### src/rtl/bct_pkg.sv
package bct_pkg;
   localparam int ADDR_W = 3;

   typedef enum logic [1:0] {
      ACT_HOLD   = 2'b00,
      ACT_LOW    = 2'b01,
      ACT_HIGH   = 2'b10,
      ACT_TOGGLE = 2'b11
   } pin_act_e;

   localparam logic [ADDR_W-1:0] ADR_CTRL = 3'd0;
   localparam logic [ADDR_W-1:0] ADR_A    = 3'd1;
   localparam logic [ADDR_W-1:0] ADR_B    = 3'd2;
   localparam logic [ADDR_W-1:0] ADR_C    = 3'd3;
   localparam logic [ADDR_W-1:0] ADR_FCLR = 3'd4;
endpackage

### src/rtl/bct_counter.sv
module bct_counter #(
   parameter int CNT_W = 16
) (
   input  logic             clk,
   input  logic             rst_n,
   input  logic             tick,
   input  logic [CNT_W-1:0] cmp_b,
   output logic [CNT_W-1:0] cnt,
   output logic             clr_evt
);
   assign clr_evt = tick && (cnt == cmp_b);

   always_ff @(posedge clk or negedge rst_n) begin
      if (!rst_n)       cnt <= '0;
      else if (clr_evt) cnt <= '0;
      else if (tick)    cnt <= cnt + 1'b1;
   end

   p_hold_r1: assert property (@(posedge clk) disable iff (!rst_n)
      !tick |=> $stable(cnt));
   p_step_r1: assert property (@(posedge clk) disable iff (!rst_n)
      (tick && cnt != cmp_b) |=> cnt == CNT_W'($past(cnt) + 1'b1));
   p_clear_r2: assert property (@(posedge clk) disable iff (!rst_n)
      (tick && cnt == cmp_b) |=> cnt == '0);
endmodule

### src/rtl/bct_cmp_regs.sv
module bct_cmp_regs
   import bct_pkg::*;
#(
   parameter int             CNT_W      = 16,
   parameter bit             HAS_BUFFER = 1'b1,
   parameter logic [CNT_W-1:0] RST_A    = '0,
   parameter logic [CNT_W-1:0] RST_B    = '1
) (
   input  logic              clk,
   input  logic              rst_n,
   input  logic              wr_en,
   input  logic [ADDR_W-1:0] wr_addr,
   input  logic [CNT_W-1:0]  wr_data,
   input  logic              clr_evt,
   input  logic              buf_en,
   output logic [CNT_W-1:0]  cmp_a,
   output logic [CNT_W-1:0]  cmp_b
);
   logic             wr_a, wr_b, wr_c, xfer;
   logic [CNT_W-1:0] c_q;

   assign wr_a = wr_en && (wr_addr == ADR_A);
   assign wr_b = wr_en && (wr_addr == ADR_B);
   assign wr_c = wr_en && (wr_addr == ADR_C);

   generate
      if (HAS_BUFFER) begin : g_buf
         assign xfer = buf_en && clr_evt;
         always_ff @(posedge clk or negedge rst_n) begin
            if (!rst_n)    c_q <= '0;
            else if (wr_c) c_q <= wr_data;
         end

         p_xfer_r4: assert property (@(posedge clk) disable iff (!rst_n)
            (buf_en && clr_evt) |=> cmp_a == $past(c_q));
         p_hold_r5: assert property (@(posedge clk) disable iff (!rst_n)
            (buf_en && !clr_evt && !wr_a) |=> $stable(cmp_a));
         p_samecyc_r8: assert property (@(posedge clk) disable iff (!rst_n)
            (buf_en && clr_evt && wr_c) |=> (c_q == $past(wr_data)) && (cmp_a == $past(c_q)));
         p_prio_r9: assert property (@(posedge clk) disable iff (!rst_n)
            (buf_en && clr_evt && wr_a) |=> cmp_a == $past(c_q));
      end else begin : g_nobuf
         assign xfer = 1'b0;
         assign c_q  = '0;
      end
   endgenerate

   always_ff @(posedge clk or negedge rst_n) begin
      if (!rst_n) begin
         cmp_a <= RST_A;
         cmp_b <= RST_B;
      end else begin
         if (wr_a) cmp_a <= wr_data;
         if (xfer) cmp_a <= c_q;
         if (wr_b) cmp_b <= wr_data;
      end
   end

   p_direct_r6: assert property (@(posedge clk) disable iff (!rst_n)
      (!buf_en && wr_a) |=> cmp_a == $past(wr_data));
   p_noxfer_r6: assert property (@(posedge clk) disable iff (!rst_n)
      (!buf_en && !wr_a) |=> $stable(cmp_a));
endmodule

### src/rtl/bct_pin_ctl.sv
module bct_pin_ctl
   import bct_pkg::*;
(
   input  logic     clk,
   input  logic     rst_n,
   input  logic     a_hit,
   input  pin_act_e action,
   output logic     pin
);
   logic pin_nxt;

   always_comb begin
      pin_nxt = pin;
      if (a_hit) begin
         unique case (action)
            ACT_HOLD:   pin_nxt = pin;
            ACT_LOW:    pin_nxt = 1'b0;
            ACT_HIGH:   pin_nxt = 1'b1;
            ACT_TOGGLE: pin_nxt = ~pin;
            default:    pin_nxt = pin;
         endcase
      end
   end

   always_ff @(posedge clk or negedge rst_n) begin
      if (!rst_n) pin <= 1'b0;
      else        pin <= pin_nxt;
   end

   p_idle_r3: assert property (@(posedge clk) disable iff (!rst_n)
      (!a_hit || action == ACT_HOLD) |=> $stable(pin));
   p_toggle_r3: assert property (@(posedge clk) disable iff (!rst_n)
      (a_hit && action == ACT_TOGGLE) |=> pin != $past(pin));
   p_low_r3: assert property (@(posedge clk) disable iff (!rst_n)
      (a_hit && action == ACT_LOW) |=> !pin);
   p_high_r3: assert property (@(posedge clk) disable iff (!rst_n)
      (a_hit && action == ACT_HIGH) |=> pin);
endmodule

### src/rtl/bct_channel.sv
module bct_channel
   import bct_pkg::*;
#(
   parameter int          CNT_W      = 16,
   parameter bit          HAS_BUFFER = 1'b1,
   parameter logic [2:0]  RST_CTRL   = 3'b111
) (
   input  logic              clk,
   input  logic              rst_n,
   input  logic              wr_en,
   input  logic [ADDR_W-1:0] wr_addr,
   input  logic [CNT_W-1:0]  wr_data,
   input  logic              tick,
   output logic [CNT_W-1:0]  count,
   output logic              pin,
   output logic              flag_a,
   output logic              flag_b
);
   generate
      if (CNT_W < 3) begin : g_width_chk
         $error("bct_channel: CNT_W must be at least 3");
      end
   endgenerate

   logic [2:0]       ctrl_q;
   logic [CNT_W-1:0] cmp_a, cmp_b;
   logic             clr_evt, a_hit, fclr_wr;
   pin_act_e         action;

   assign action  = pin_act_e'(ctrl_q[2:1]);
   assign a_hit   = tick && (count == cmp_a);
   assign fclr_wr = wr_en && (wr_addr == ADR_FCLR);

   always_ff @(posedge clk or negedge rst_n) begin
      if (!rst_n)                             ctrl_q <= RST_CTRL;
      else if (wr_en && wr_addr == ADR_CTRL)  ctrl_q <= wr_data[2:0];
   end

   always_ff @(posedge clk or negedge rst_n) begin
      if (!rst_n) begin
         flag_a <= 1'b0;
         flag_b <= 1'b0;
      end else begin
         if (a_hit)                     flag_a <= 1'b1;
         else if (fclr_wr && wr_data[0]) flag_a <= 1'b0;
         if (clr_evt)                   flag_b <= 1'b1;
         else if (fclr_wr && wr_data[1]) flag_b <= 1'b0;
      end
   end

   bct_counter #(.CNT_W(CNT_W)) u_cnt (
      .clk(clk), .rst_n(rst_n), .tick(tick), .cmp_b(cmp_b),
      .cnt(count), .clr_evt(clr_evt)
   );

   bct_cmp_regs #(.CNT_W(CNT_W), .HAS_BUFFER(HAS_BUFFER)) u_regs (
      .clk(clk), .rst_n(rst_n), .wr_en(wr_en), .wr_addr(wr_addr),
      .wr_data(wr_data), .clr_evt(clr_evt), .buf_en(ctrl_q[0]),
      .cmp_a(cmp_a), .cmp_b(cmp_b)
   );

   bct_pin_ctl u_pin (
      .clk(clk), .rst_n(rst_n), .a_hit(a_hit), .action(action), .pin(pin)
   );

   p_flag_a_r7: assert property (@(posedge clk) disable iff (!rst_n)
      a_hit |=> flag_a);
   p_flag_b_r2: assert property (@(posedge clk) disable iff (!rst_n)
      (tick && count == cmp_b) |=> flag_b);
   p_fclr_r7: assert property (@(posedge clk) disable iff (!rst_n)
      (fclr_wr && wr_data[0] && !a_hit) |=> !flag_a);
endmodule

### config.mk
export PLATFORM = sky130hd
export DESIGN_NAME = bct_channel
export DESIGN_NICKNAME = d
export VERILOG_FILES = /design/src/rtl/bct_pkg.sv /design/src/rtl/bct_counter.sv /design/src/rtl/bct_cmp_regs.sv /design/src/rtl/bct_pin_ctl.sv /design/src/rtl/bct_channel.sv
export SDC_FILE = /design/constraint.sdc
export NUM_CORES = 1
export LEC_CHECK = 0
export ABC_AREA = 0
export BUFFER_PORTS_ARGS = -buffer_cell sky130_fd_sc_hd__buf_2
export CAP_MARGIN = 20
export CORE_ASPECT_RATIO = 0.9
export CORE_MARGIN = 1.5
export CORE_UTILIZATION = 30
export CTS_CLUSTER_DIAMETER = 40
export DETAILED_ROUTE_END_ITERATION = 10
export GPL_TIMING_DRIVEN = 0
export PLACE_DENSITY = 0.58
export SYNTH_ARGS = -nofsm -noshare
export SYNTH_HDL_FRONTEND = slang
export SYNTH_SLANG_ARGS = --single-unit
### constraint.sdc
create_clock -name clk -period 4.8 [get_ports clk]
set_clock_uncertainty 0.1 [all_clocks]
set_input_delay 0.72 -clock clk [delete_from_list [all_inputs] [get_ports clk]]
set_output_delay 0.72 -clock clk [all_outputs]
set_load 0.05 [all_outputs]
Word-level counts from Yosys, hierarchy flattened. Index checks and enable logic that the tools add are counted.

Add/subtract/negate cells: 1. Equal/unequal tests: 9. Multiplexer cells: 9. Bitwise gates (word level): 2. Reductions and logical operators: 17.

Operators by type and width (number): $mux 16 (4); $eq 16x16->1 (2); $add 16x1->16 const B (1); $logic_and 1x1->1 (10); $reduce_bool 2->1 (4); $eq 3x2->1 const B (2); $eq 2x2->1 const B (2); $mux 1 (4); $eq 3x1->1 const B (1); $eq 3x3->1 const B (1); $logic_not 3->1 (1); $pmux 1 s3 (1); $eq 2x1->1 const B (1); $logic_not 2->1 (1); $not 1->1 (2); $reduce_and 2->1 (1).

Register bits: 70. Input port bits: 23. Output and inout port bits: 19. Logic and storage cells: 46.

Longest topological paths before layout.
Word-level depth: 5. Depth in mapped cells: 7.

Modules after synthesis. A second synthesis with hierarchy kept.

Cells, all modules: 264. Area total of the unflattened synthesis: 3470.8 sq um.

By module, submodules not included: bct_cmp_regs (times used 1, cells each 122, area each 2087.0 sq um); bct_counter (times used 1, cells each 100, area each 943.4 sq um); bct_channel (times used 1, cells each 39, area each 404.1 sq um); bct_pin_ctl (times used 1, cells each 3, area each 36.3 sq um).

Worst setup path after synthesis. No wires, ideal clock.

Kind: register to register. Start: register u_cnt.cnt[3]. End: register u_regs.cmp_a[0]. Arrival time: 2.476 ns. Slack: 2.100 ns. Cell stages (with the launch flop): 8. Buffers on the path: 2. Period minus slack after synthesis: 2.700 ns. Cells stage by stage: dfrtp_1 -> buf_2 -> xnor2_1 -> nand4_1 -> or4_4 -> nor4_4 -> buf_6 -> mux2_2.

Cells in the longest elaborated chain, start to end: 4. Elaborated cells on any way between the ends: 5. Those cells by class: eq/ne (1); mux (1); reduce/logical (3).

Ends and longest elaborated chain: start, declared (RTL line bct_counter.sv:8) `output logic [CNT_W-1:0] cnt,`; start signal, assigned (RTL line bct_counter.sv:16) `else if (tick) cnt <= cnt + 1'b1;`; $eq 16x16->1 (*) (RTL line bct_counter.sv:11) `assign clr_evt = tick && (cnt == cmp_b);`; $logic_and 1x1->1 (*) (RTL line bct_counter.sv:11); $logic_and 1x1->1 (*) (RTL line bct_cmp_regs.sv:28) `assign xfer = buf_en && clr_evt;`; $mux 16 / $reduce_bool 2->1 (equally long branches); end signal, assigned (RTL line bct_cmp_regs.sv:53) `if (wr_a) cmp_a <= wr_data;`; end signal, assigned (RTL line bct_cmp_regs.sv:54) `if (xfer) cmp_a <= c_q;`; end, declared (RTL line bct_cmp_regs.sv:16) `output logic [CNT_W-1:0] cmp_a,`.

Mark *: on every way between the ends. The rest lies on a longest branch, timed or not. A chain may end at the register's enable or synchronous reset.

Final worst setup path. Same ends and word-level chain as after synthesis.

==> results.txt <==
Outcome - completed
DRT antenna net count - 0
Clock slew at reported path FFs - 0.05 ns
Peak supply drop - 0.170 mV
Post-Syn Instances - 272
Die H - 104 um
Most common cell after layout, fill and taps aside - mux2_2
Die area - 12,000 um2
DRC errors left - 0
Hold WC Path Type - reg -> reg
Mean Syn Cell Area - 12.5 um2
Tcrit/Tclk final - 0.581
Largest net degree at the start of global routing - 71
Clock buffer depth - 2
Starting DRT DRC Count - 94
Total track usage - 0.130
CORE AREA - 10,900 um2
Power Dens Cells - 467 nW/um2
Synth Register Bits - 70
Syn_nets - 296
WL met2 - 3340 um
Post-CTS Setup Bufs - 0
WL final - 7320 um
Pins Over Slew Limit - 0
Drt wl/cell - 15.2 um
Vias in the first global route - 2,166
Root Driver - clkbuf_16
Area Growth Syn to Fin - 20.2%
Commonest cells after routing, fill and taps aside - 65 x mux2_2, 51 x dfrtp_1, 42 x buf_2, 25 x xnor2_1
Worst-path maximum fanout - 10
Sw Pwr - 0.574 mW
RSZ-0062 raised after global routing - no
Nets - 348
Reg2reg start - u_cnt.cnt[3]$_DFFE_PN0P_
Clock power share - 0.330
Post_cts resized - 0
M1 WL - 3600 um
Setup crit end kind - register
Crit path from - u_cnt.cnt[3]$_DFFE_PN0P_
Max_cap viols - 0
Internal power - 1.33 mW
DR vias - 2,202
WP data required - 4.91 ns
Final non-filler cell area - 4090 um2
YS warnings - 0
Antenna violations before repair - 0
Critical path type - reg -> reg
Number of buffers created by CTS - 9
Top sig layer - met4
FP Rows - 36
Buffers on Ports - 41
Achievable frequency - 0.358 GHz
Register area share after synthesis - 0.522
Dpl cell area - 3800 um2
Rel. slew slack - 0.344
Setup TNS Final - 0 ns
Comb power frac - 0.237
Hpwl dp - 5360 um
TritonCTS clock tree - built
Share of layout cells above drive strength 1 - 0.447
CTS H-tree lvls - 3
Sequential fraction of design power - 0.433
Final setup vio count - 0
Min-delay src - flag_b$_DFFE_PN0P_
Leak pwr - 1.77 nW
Cts hold-fix bufs - 0
Total gr overflow - 0
DRT Pass-1 Iters - 4
Worst-skew pair later-pin latency - 0.32 ns
Clock sinks - 70
Setup crit start kind - register
Antenna Cells - 0
Top Ports - 42
Largest cells by area after synthesis - dfrtp_1 38%, mux2_2 22%, dfstp_2 15%, xnor2_1 6.4%, xor2_1 4.6%
Via density - 4.58
Placer Congestion - 0.748
First-pass GRT wire length - 11,500 um
Initial cell density of the core - 0.311
Slew at the pin with the worst max-slew slack - 0.977 ns
Synth top area share - 0.375
Biggest area consumer among synthesized cells - dfrtp_1
Synth Cell Area - 3400 um2
Worst EP arrival - 2.90 ns
Die width - 115 um
Met3 routed WL - 245 um
Fin crit period - 2.79 ns
Synth cell types - 30
Final Hold Fails - 0
Sw frac - 0.301
[logic make-up after synthesis]
kind of cell	synth area share
DFF	0.522
muxes	0.215
and+or+nand+nor	0.101
xor gates and xnor gates	0.111
buffers and inverters	0.0261
AOI/OAI and AO/OA	0.0213
adders and majority gates	0.00368
[Yosys cell counts]
library cell and count:
buf_4 1, nand2b_1 2, xnor2_1 25, xor2_1 18, ha_1 1, dfrtp_1 51, a21o_1 2, or4_4 1
o22ai_1 2, and3b_1 1, nor3_1 4, nor2b_1 2, dfstp_2 19, clkbuf_1 8, nor4_4 1, buf_2 2
nor4_1 3, mux2_2 65, buf_6 2, and2_1 1, nor2_1 19, o21ai_0 4, a222oi_1 1, inv_1 5
a41oi_1 1, and3_1 5, nand3_1 6, nand2_1 8, a31oi_1 1, nand4_1 11
[worst max-delay path: stages (launching register included)]
cell and delay [ns]:
dfrtp_1 0.36, buf_2 0.18, xnor2_1 0.20, nand4_1 0.16
or4_4 0.46, nor4_4 0.61, buf_6 0.25, mux2_2 0.34
[power groups by stage]
stage | clock, mW | sequential, mW | combinational [mW]
2_1_floorplan | 0 | 0.894 | 0.269
3_3_place_gp | 0 | 0.831 | 0.446
3_5_place_dp | 0 | 0.837 | 0.457
4_1_cts | 0.640 | 0.827 | 0.459
5_1_grt | 0.666 | 0.845 | 0.497
6_report | 0.630 | 0.826 | 0.452
[metal layers]
metal,track usage,vias up
met5,0,-
met4,0.0459,0
met3,0.0390,10
met2,0.190,35
met1,0.181,1101
li1,-,1056
[path summary, 6_finish.rpt]
| kind | to | slack, ns | cells past startpoint |
|---|---|---|---|
| setup / recovery | u_regs.cmp_a[0]$_DFFE_PN0P_ | 2.01 | 7 |
| hold / removal | flag_b$_DFFE_PN0P_ | 0.37 | 1 |
| setup reg to reg | u_regs.cmp_a[0]$_DFFE_PN0P_ | 2.01 | 7 |
| hold reg to reg | flag_b$_DFFE_PN0P_ | 0.37 | 1 |
| max in group asynchronous | u_regs.c_q[5]$_DFFE_PN0P_ | 3.62 | 1 |
| min in group asynchronous | u_cnt.cnt[4]$_DFFE_PN0P_ | 0.41 | 1 |
[cell type report]
type	count	area, um2
Clock buffer	13	270
Clock inverter	3	17.5
Timing Repair Buffer	41	208
Fill cell	1084	6860
Inverter	5	18.8
Sequential cell	70	1780
Tap cell	152	190
Buffer	13	70.1
Multi-Input combinational cell	184	1540
[sequential cells by signal (all words and copies together) (netlist names)]
| name | flops |
|---|---|
| flag_a | 1 |
| u_regs.c_q | 16 |
| u_pin.pin | 1 |
| flag_b | 1 |
| u_regs.cmp_a | 16 |
| u_regs.cmp_b | 16 |
| ctrl_q | 3 |
| u_cnt.cnt | 16 |
[stage by stage]
stage	total power [mW]	worst slack [ns]	cells	util	hold slack, ns
2_1_floorplan	1.16	2.10	272	-	0.324
3_3_place_gp	1.28	1.78	465	0.347	0.357
3_5_place_dp	1.29	1.75	465	0.347	0.365
4_1_cts	1.93	1.98	481	0.373	0.380
5_1_grt	2.01	1.85	481	0.373	0.404
6_report	1.91	2.01	481	0.373	0.375
(Power assumes the default switching activity.)
